### config.mk
export PLATFORM = sky130hd
export DESIGN_NAME = watchdog_twostage
export DESIGN_NICKNAME = d
export VERILOG_FILES = /design/src/rtl/wdt_pkg.sv /design/src/rtl/wdt_limit_sel.sv /design/src/rtl/wdt_regs.sv /design/src/rtl/wdt_counter.sv /design/src/rtl/watchdog_twostage.sv
export SDC_FILE = /design/constraint.sdc
export NUM_CORES = 1
export LEC_CHECK = 0
export BUFFER_PORTS_ARGS = -buffer_cell sky130_fd_sc_hd__buf_2
export CAP_MARGIN = 0
export CELL_PAD_IN_SITES_DETAIL_PLACEMENT = 0
export CELL_PAD_IN_SITES_GLOBAL_PLACEMENT = 1
export CORE_MARGIN = 4
export CORE_UTILIZATION = 37
export DETAILED_ROUTE_END_ITERATION = 12
export GPL_ROUTABILITY_DRIVEN = 1
export GPL_TIMING_DRIVEN = 0
export PLACE_DENSITY = 0.84
export SYNTH_ARGS = -nofsm -noshare
export SYNTH_HDL_FRONTEND = slang
export SYNTH_SLANG_ARGS = --single-unit
### constraint.sdc
create_clock -name clk -period 2.29 [get_ports clk]
set_clock_uncertainty 0.15 [all_clocks]
set_input_delay 0.3435 -clock clk [delete_from_list [all_inputs] [get_ports clk]]
set_output_delay 0.3435 -clock clk [all_outputs]
set_load 0.1 [all_outputs]
### src/rtl/wdt_pkg.sv
package wdt_pkg;
  localparam int CTL_W   = 32;
  localparam int SEL_W   = 3;
  localparam int SEL_LSB = 8;
  localparam int EN_BIT  = 7;
  localparam int IE_BIT  = 6;
  localparam int IF_BIT  = 3;
  localparam int RF_BIT  = 2;
  localparam int RE_BIT  = 1;
  localparam int RS_BIT  = 0;

  typedef struct packed {
    logic [SEL_W-1:0] sel;
    logic             en;
    logic             ie;
    logic             rsten;
  } wdt_cfg_t;
endpackage

### src/rtl/wdt_limit_sel.sv
// Maps the exponent code onto the terminal count of the interval stage.
module wdt_limit_sel #(
  parameter int SEL_W    = 3,
  parameter int EXP_BASE = 4,
  parameter int EXP_STEP = 2,
  parameter int CNT_W    = 19
) (
  input  logic             clk,
  input  logic             rst,
  input  logic [SEL_W-1:0] sel,
  output logic [CNT_W-1:0] limit_m1
);
  localparam int CODES = 2 ** SEL_W;

  logic [CNT_W-1:0] lut [CODES];

  for (genvar g = 0; g < CODES; g++) begin : g_lut
    localparam int SH = EXP_BASE + EXP_STEP * g;
    assign lut[g] = CNT_W'((64'd1 << SH) - 64'd1);
  end

  always_ff @(posedge clk) begin
    if (rst) limit_m1 <= lut[CODES-1];
    else     limit_m1 <= lut[sel];
  end
endmodule

### src/rtl/wdt_regs.sv
// Control word: protected configuration fields, W1C flags, registered irq.
module wdt_regs
  import wdt_pkg::*;
(
  input  logic             clk,
  input  logic             rst,
  input  logic             wr_en,
  input  logic [CTL_W-1:0] wr_data,
  input  logic             unlock,
  input  logic             if_set,
  input  logic             rf_set,
  output wdt_cfg_t         cfg,
  output logic             restart,
  output logic [CTL_W-1:0] rd_data,
  output logic             irq
);
  wdt_cfg_t cfg_q, cfg_nxt;
  logic     if_q, if_nxt;
  logic     rf_q, rf_nxt;
  logic     wr_ok;

  assign wr_ok = wr_en & unlock;

  always_comb begin
    cfg_nxt = cfg_q;
    if (wr_ok) begin
      cfg_nxt.sel   = wr_data[SEL_LSB +: SEL_W];
      cfg_nxt.en    = wr_data[EN_BIT];
      cfg_nxt.ie    = wr_data[IE_BIT];
      cfg_nxt.rsten = wr_data[RE_BIT];
    end
    // set events win over a simultaneous clear
    if_nxt = if_set | (if_q & ~(wr_en & wr_data[IF_BIT]));
    rf_nxt = rf_set | (rf_q & ~(wr_en & wr_data[RF_BIT]));
  end

  always_ff @(posedge clk) begin
    if (rst) begin
      cfg_q.sel   <= '1;
      cfg_q.en    <= 1'b0;
      cfg_q.ie    <= 1'b0;
      cfg_q.rsten <= 1'b0;
      if_q        <= 1'b0;
      rf_q        <= 1'b0;
      irq         <= 1'b0;
    end else begin
      cfg_q <= cfg_nxt;
      if_q  <= if_nxt;
      rf_q  <= rf_nxt;
      irq   <= if_nxt & cfg_nxt.ie;
    end
  end

  assign cfg     = cfg_q;
  assign restart = wr_ok & wr_data[RS_BIT];

  always_comb begin
    rd_data                      = '0;
    rd_data[SEL_LSB +: SEL_W]    = cfg_q.sel;
    rd_data[EN_BIT]              = cfg_q.en;
    rd_data[IE_BIT]              = cfg_q.ie;
    rd_data[IF_BIT]              = if_q;
    rd_data[RF_BIT]              = rf_q;
    rd_data[RE_BIT]              = cfg_q.rsten;
  end
endmodule

### src/rtl/wdt_counter.sv
// Shared counter: interval stage, then grace window stage.
module wdt_counter #(
  parameter int CNT_W = 19,
  parameter int GRACE = 1024
) (
  input  logic             clk,
  input  logic             rst,
  input  logic             en,
  input  logic             restart,
  input  logic             rsten,
  input  logic [CNT_W-1:0] limit_m1,
  output logic             tout_evt,
  output logic             expire_evt,
  output logic             sys_rst
);
  localparam logic [CNT_W-1:0] GRACE_M1 = CNT_W'(GRACE - 1);

  logic [CNT_W-1:0] cnt;
  logic             in_grace;
  logic             run;

  assign run        = en & ~restart;
  assign tout_evt   = run & ~in_grace & (cnt >= limit_m1);
  assign expire_evt = run & in_grace & (cnt == GRACE_M1);

  always_ff @(posedge clk) begin
    if (rst || !run) begin
      cnt      <= '0;
      in_grace <= 1'b0;
    end else if (tout_evt) begin
      cnt      <= '0;
      in_grace <= 1'b1;
    end else if (expire_evt) begin
      cnt      <= '0;
      in_grace <= 1'b0;
    end else begin
      cnt      <= cnt + 1'b1;
    end
  end

  always_ff @(posedge clk) begin
    if (rst) sys_rst <= 1'b0;
    else     sys_rst <= expire_evt & rsten;
  end
endmodule

### src/rtl/watchdog_twostage.sv
module watchdog_twostage
  import wdt_pkg::*;
#(
  parameter int EXP_BASE = 4,
  parameter int EXP_STEP = 2,
  parameter int GRACE    = 1024
) (
  input  logic        clk,
  input  logic        rst,
  input  logic        reg_wr_en,
  input  logic [31:0] reg_wr_data,
  input  logic        unlock,
  output logic [31:0] reg_rd_data,
  output logic        irq,
  output logic        sys_rst
);
  localparam int IVL_W = EXP_BASE + EXP_STEP * (2 ** SEL_W - 1) + 1;
  localparam int GR_W  = $clog2(GRACE) + 1;
  localparam int CNT_W = (IVL_W > GR_W) ? IVL_W : GR_W;

  wdt_cfg_t         cfg;
  logic             restart;
  logic             tout_evt;
  logic             expire_evt;
  logic [CNT_W-1:0] limit_m1;

  wdt_regs u_regs (
    .clk     (clk),
    .rst     (rst),
    .wr_en   (reg_wr_en),
    .wr_data (reg_wr_data),
    .unlock  (unlock),
    .if_set  (tout_evt),
    .rf_set  (expire_evt & cfg.rsten),
    .cfg     (cfg),
    .restart (restart),
    .rd_data (reg_rd_data),
    .irq     (irq)
  );

  wdt_limit_sel #(
    .SEL_W    (SEL_W),
    .EXP_BASE (EXP_BASE),
    .EXP_STEP (EXP_STEP),
    .CNT_W    (CNT_W)
  ) u_limit (
    .clk      (clk),
    .rst      (rst),
    .sel      (cfg.sel),
    .limit_m1 (limit_m1)
  );

  wdt_counter #(
    .CNT_W (CNT_W),
    .GRACE (GRACE)
  ) u_cnt (
    .clk        (clk),
    .rst        (rst),
    .en         (cfg.en),
    .restart    (restart),
    .rsten      (cfg.rsten),
    .limit_m1   (limit_m1),
    .tout_evt   (tout_evt),
    .expire_evt (expire_evt),
    .sys_rst    (sys_rst)
  );
endmodule

---- After elaboration in Yosys (flattened, before gate mapping) ----
Memories as Yosys holds them, arrays and structs flattened. A register that Yosys moved wholly into a read port is not among the register bits.
Cells that the tools add are included.
operators by class
  $add $sub $neg .......................... 1
  multiplexer cells ....................... 3
  bitwise gates (word level) .............. 20
  reduce and logical (&&, ||, !) cells .... 4
  equal/unequal tests ..................... 1
  magnitude comparators ................... 1
operator list
  kind                                             count
  adder 19 x 1 -> 19 bit, second input constant    1
  == test 19 x 10 -> 1 bit, second input constant  1
  >= comparator 19 bit                             1
  bitwise AND 1 bit                                13
  NOT 1 bit                                        4
  NOT 3 -> 4 bit                                   1
  OR reduction 3 bit                               1
  two-way mux 1 bit                                2
  two-way mux 2 bit                                1
  OR 1 bit                                         2
  nonzero test 2 bit                               1
  logical NOT 1 bit                                1
  logical OR 1 bit                                 1
word-level totals
  bits in read-only memories .............. 152
  word-level logic and storage cells ...... 41
  memories ................................ 1
  register bits ........................... 30
memory list
  memory           words  width  read ports  clocked after memory_dff  write ports  line                 RTL
  (no name shown)  8      19     1           1                         0            wdt_limit_sel.sv:24  else limit_m1 <= lut[sel];

---- Depth between registers and ports, before layout ----
  word-level depth ........................ 8
  mapped depth ............................ 8
  mapped depth without buffers ............ 7

---- Cells and area by module ----
A second synthesis with hierarchy kept.
second synthesis, totals
  cell total of the unflattened synthesis .. 263
  area total of the unflattened synthesis .. 2311.0 um^2
modules (own cells, without submodules)
  module             instances  area an instance (um^2)  cells each
  wdt_counter        1          1396.3                   165
  wdt_regs           1          610.6                    68
  wdt_limit_sel      1          297.8                    29
  watchdog_twostage  1          6.3                      1

---- Worst setup path after synthesis ----
Ideal clock, no wire load.
  kind .................................... flip-flop to flip-flop
  start point ............................. register u_cnt.cnt[10]
  end point ............................... register u_cnt.cnt[10]
  required time ........................... 2019 ps
  slack ................................... 359 ps
  data arrival time ....................... 1661 ps
  period minus slack after synthesis ...... 1931 ps
  stages on the path, launching flop included .. 8
  path through ............................ dfxtp_1 > ha_1 > nand4_1 > nor4_1 > o31ai_1 > a211oi_2 > buf_2 > nor3_1
between the ends
  cells in the longest elaborated chain, start to end .. 3
  elaborated cells between the ends (all ways) .. 6
ends and longest elaborated chain
  element                                                           line                                  RTL
  start, declared                                                   wdt_counter.sv:18                     logic [CNT_W-1:0] cnt;
  start signal, assigned                                            wdt_counter.sv:37                     cnt <= cnt + 1'b1;
  >= comparator 19 bit or == test 19 x 10 -> 1 bit (tied branches)  wdt_counter.sv:23, wdt_counter.sv:24
  bitwise AND 1 bit, on equally long branches                       wdt_counter.sv:23, wdt_counter.sv:24
  OR reduction 3 bit (no source line)                               -
Parallel ways exist; a longest one is shown, timed or not.
A chain may end at the register's enable or synchronous reset.

---- Worst setup path after layout ----
  start point ............................. register u_cnt.cnt[10]
  end point ............................... register u_cnt.cnt[5]
between the ends
  cells in the longest elaborated chain, start to end .. 3
  elaborated cells between the ends (all ways) .. 5
ends and longest elaborated chain
  element                                                           line
  >= comparator 19 bit or == test 19 x 10 -> 1 bit (tied branches)  wdt_counter.sv:23, wdt_counter.sv:24
  bitwise AND 1 bit, on equally long branches                       wdt_counter.sv:23, wdt_counter.sv:24
  OR reduction 3 bit (no source line) (*)                           -
Every way passes the cells marked *; elsewhere a longest branch is shown, timed or not.

==> out/results.ini <==
[timing]
period_share_pct=94.3
rsz0062_at_grt=yes
period_needed_ns=2.16
hold_violations=0
timing.final.ws_setup_ns=0.130
report.final.slew_viol_count=0
fmax_ghz=0.463
finalSetupViolCount=0
timing.hold.ws_ns=0.149

[critical_path]
cp.arrival_ns=2.19
path_class=reg2reg
r2r_start=u_cnt.cnt[10]
slowest_delay_ns=0.36
r2r_cells=7
critPathSlowestCell=dfxtp_1
critPathMaxFanout=10
r2r_slack_ns=0.13
cp_top_family=simple AND/OR/NAND/NOR gates
reg2reg_to=u_cnt.cnt[5]
path_buf_inv=1
startpoint_type=flop
crit_chain=ha_1 > nand4_1 > nor4_4 > o31ai_2 > a211oi_2 > buf_4 > nor3_1
critPathCaptureType=flop
crit_required_ns=2.32

[synth]
synth_cell_type_count=44
synth-xor-area-share_pct=7.27
yosys_most_used_dff=dfxtp_1
synth.avg_cell_area_um2=9.35
seq_area_frac_synth_pct=36.2
synth_cells=219
synth_compound_area_share_pct=9.90
synth_top_family_by_area=simple AND/OR/NAND/NOR gates
ys_ff_latch=37
synth_edf_count=0
syn_area_um2=2050
yosysWarnings=0
synth-async-reset-ratio_pct=0
synthMuxAreaShare_pct=0
synthSimpleGateAreaFrac_pct=22.4
synth_fa_ha_area_share_pct=9.17

[final_layout]
layout_common_cells=dfxtp_1 (37), buf_4 (31), conb_1 (24), nor3_1 (21), buf_2 (21)
areaGrowthSynthToFinish_pct=19.3
num_antenna_cells=0
final_common_cell=dfxtp_1
fin_nets=322
final_cells=341
drive_above_1_share_pct=26.9
postLayoutCoreUtil_pct=46.6

[route]
drc_errors=0
viasPerCell=4.53
drtPass1Iterations=4
ant_nets=0
wl_per_cell_um=11.9
wirelength_um=4070
route.vias.total=1546
drt_iter0_markers=56

[pwr]
irDropWorstVdd_mv=0.337
power.density_nw_per_um2=587
power_mw=1.43
p_leak_nw=1.18

[global_route]
grt_max_degree=11
grt_pass1_vias=1437
grt_use_total_pct=13.3
grt_pass1_wl_um=6840
grt_overflow=0
antenna_found_initial=0

[place]
post-dp-hpwl_um=3100
place_inst=333
io_buffers=21
dpl_worst_slack_ns=0.0173
gp_congestion=0.776

[floorplan]
die_h_um=82.4
io_pins=70
num_rows=26
coreArea_um2=5240
initial_core_util_pct=39.1
die_width_um=82.4
dieArea_um2=6790

[hold_path]
hp-start=reg_wr_data[7]
hp-class=in2reg
whs_endpoint=u_regs.cfg[2]
holdPathStages=3

[clocking]
cts-root-buf=clkbuf_8
cts_buffers=5
cts_sinks=37
cts_hold_buf=0
cts_tree=built
clock_path_buffers=2
htree_levels=2
worstSkewPairLatency_ns=0.29
clkTransAtPathRegs_ns=0.07

[run]
cap_violations=0

[status]
status=completed

==> report_power, final <==
group          switching (mW)  internal, mW
registers             0.00904         0.655
logic                   0.252        0.0607
clock network           0.219         0.239
total                   0.480         0.954
==> how the worst max path moves through the flow <==
| stage | startpoint | end | cells after the start |
|---|---|---|---|
| detailed placement | u_cnt.cnt[10] | u_cnt.cnt[13] | 7 |
| global route | u_cnt.cnt[10] | u_cnt.cnt[2] | 7 |
| floorplan | u_cnt.cnt[10] | u_cnt.cnt[10] | 7 |
| finish | u_cnt.cnt[10] | u_cnt.cnt[5] | 7 |
| global placement | u_cnt.cnt[10] | u_cnt.cnt[7] | 7 |
| CTS | u_cnt.cnt[10] | u_cnt.cnt[6] | 7 |
==> cell usage after synthesis, types with 2 or more instances <==
library cell,count,area (µm²)
o21ai_0,2,10.0
xor2_1,9,78.8
buf_4,29,218
dfxtp_1,37,741
nor2_1,4,15.0
nand4_1,2,12.5
o21a_1,2,15.0
nor4_4,2,42.5
xnor2_1,8,70.1
and3_1,5,31.3
nand3_1,14,70.1
ha_1,15,188
a21o_1,3,22.5
buf_6,3,33.8
a211o_1,3,26.3
inv_1,9,33.8
a21oi_1,8,40.0
nor3_1,21,105
nand2_1,16,60.1
or4_1,2,15.0
or3_1,2,12.5
==> per-stage QoR <==
stage               TNS [ns]  instance area, µm²
finish                     0                2440
global route          -0.350                2440
CTS                        0                2410
detailed placement         0                2330
global placement           0                2330
floorplan                  0                2130
==> cell families (layout without fill, tap and decap cells) <==
family	after synthesis	after routing
buf+inv	43	72
simple gates	78	78
compound gates	28	28
flops	37	37
other cells	1	24
xor+xnor	17	17
fa+ha+maj	15	15
==> worst min-delay path, delay by kind of cell <==
kind,cells,cell delay (ns)
buffers and inverters,1,0.09
AOI/OAI and AO/OA,1,0.05
and+or+nand+nor,1,0.05
==> cell type report <==
class                           count  area [µm²]
Buffer                             34         273
Clock buffer                        7        86.3
Fill cell                         501        2800
Inverter                            9        33.8
Multi-Input combinational cell    162        1110
Sequential cell                    37         741
Tap cell                           70        87.6
Timing Repair Buffer               22         113
==> what timing repair did <==
action / CTS / global route
resized for setup: 0 / 5
hold endpoints to repair: 0 / 0
setup endpoints to repair: 0 / 20
buffers inserted: 0 / 1
==> sequential cells by signal, summed over array words and instances, names as in the netlist <==
name,flops
u_cnt.cnt,19
u_limit.limit_m1,7
u_regs.cfg,6
u_cnt.in_grace,1
u_cnt.sys_rst,1
u_regs.if_q,1
u_regs.irq,1
u_regs.rf_q,1
==> per-layer routing <==
| metal | vias up | part of all wire (%) | track usage, % |
|---|---|---|---|
| li1 | 820 | - | - |
| met1 | 696 | 48 | 17.5 |
| met2 | 23 | 47 | 20.8 |
| met3 | 7 | 3.9 | 3.58 |
| met4 | 0 | 1.4 | 4.49 |
| met5 | - | 0 | 0 |
No activity file was read; power rests on OpenSTA's default activity.
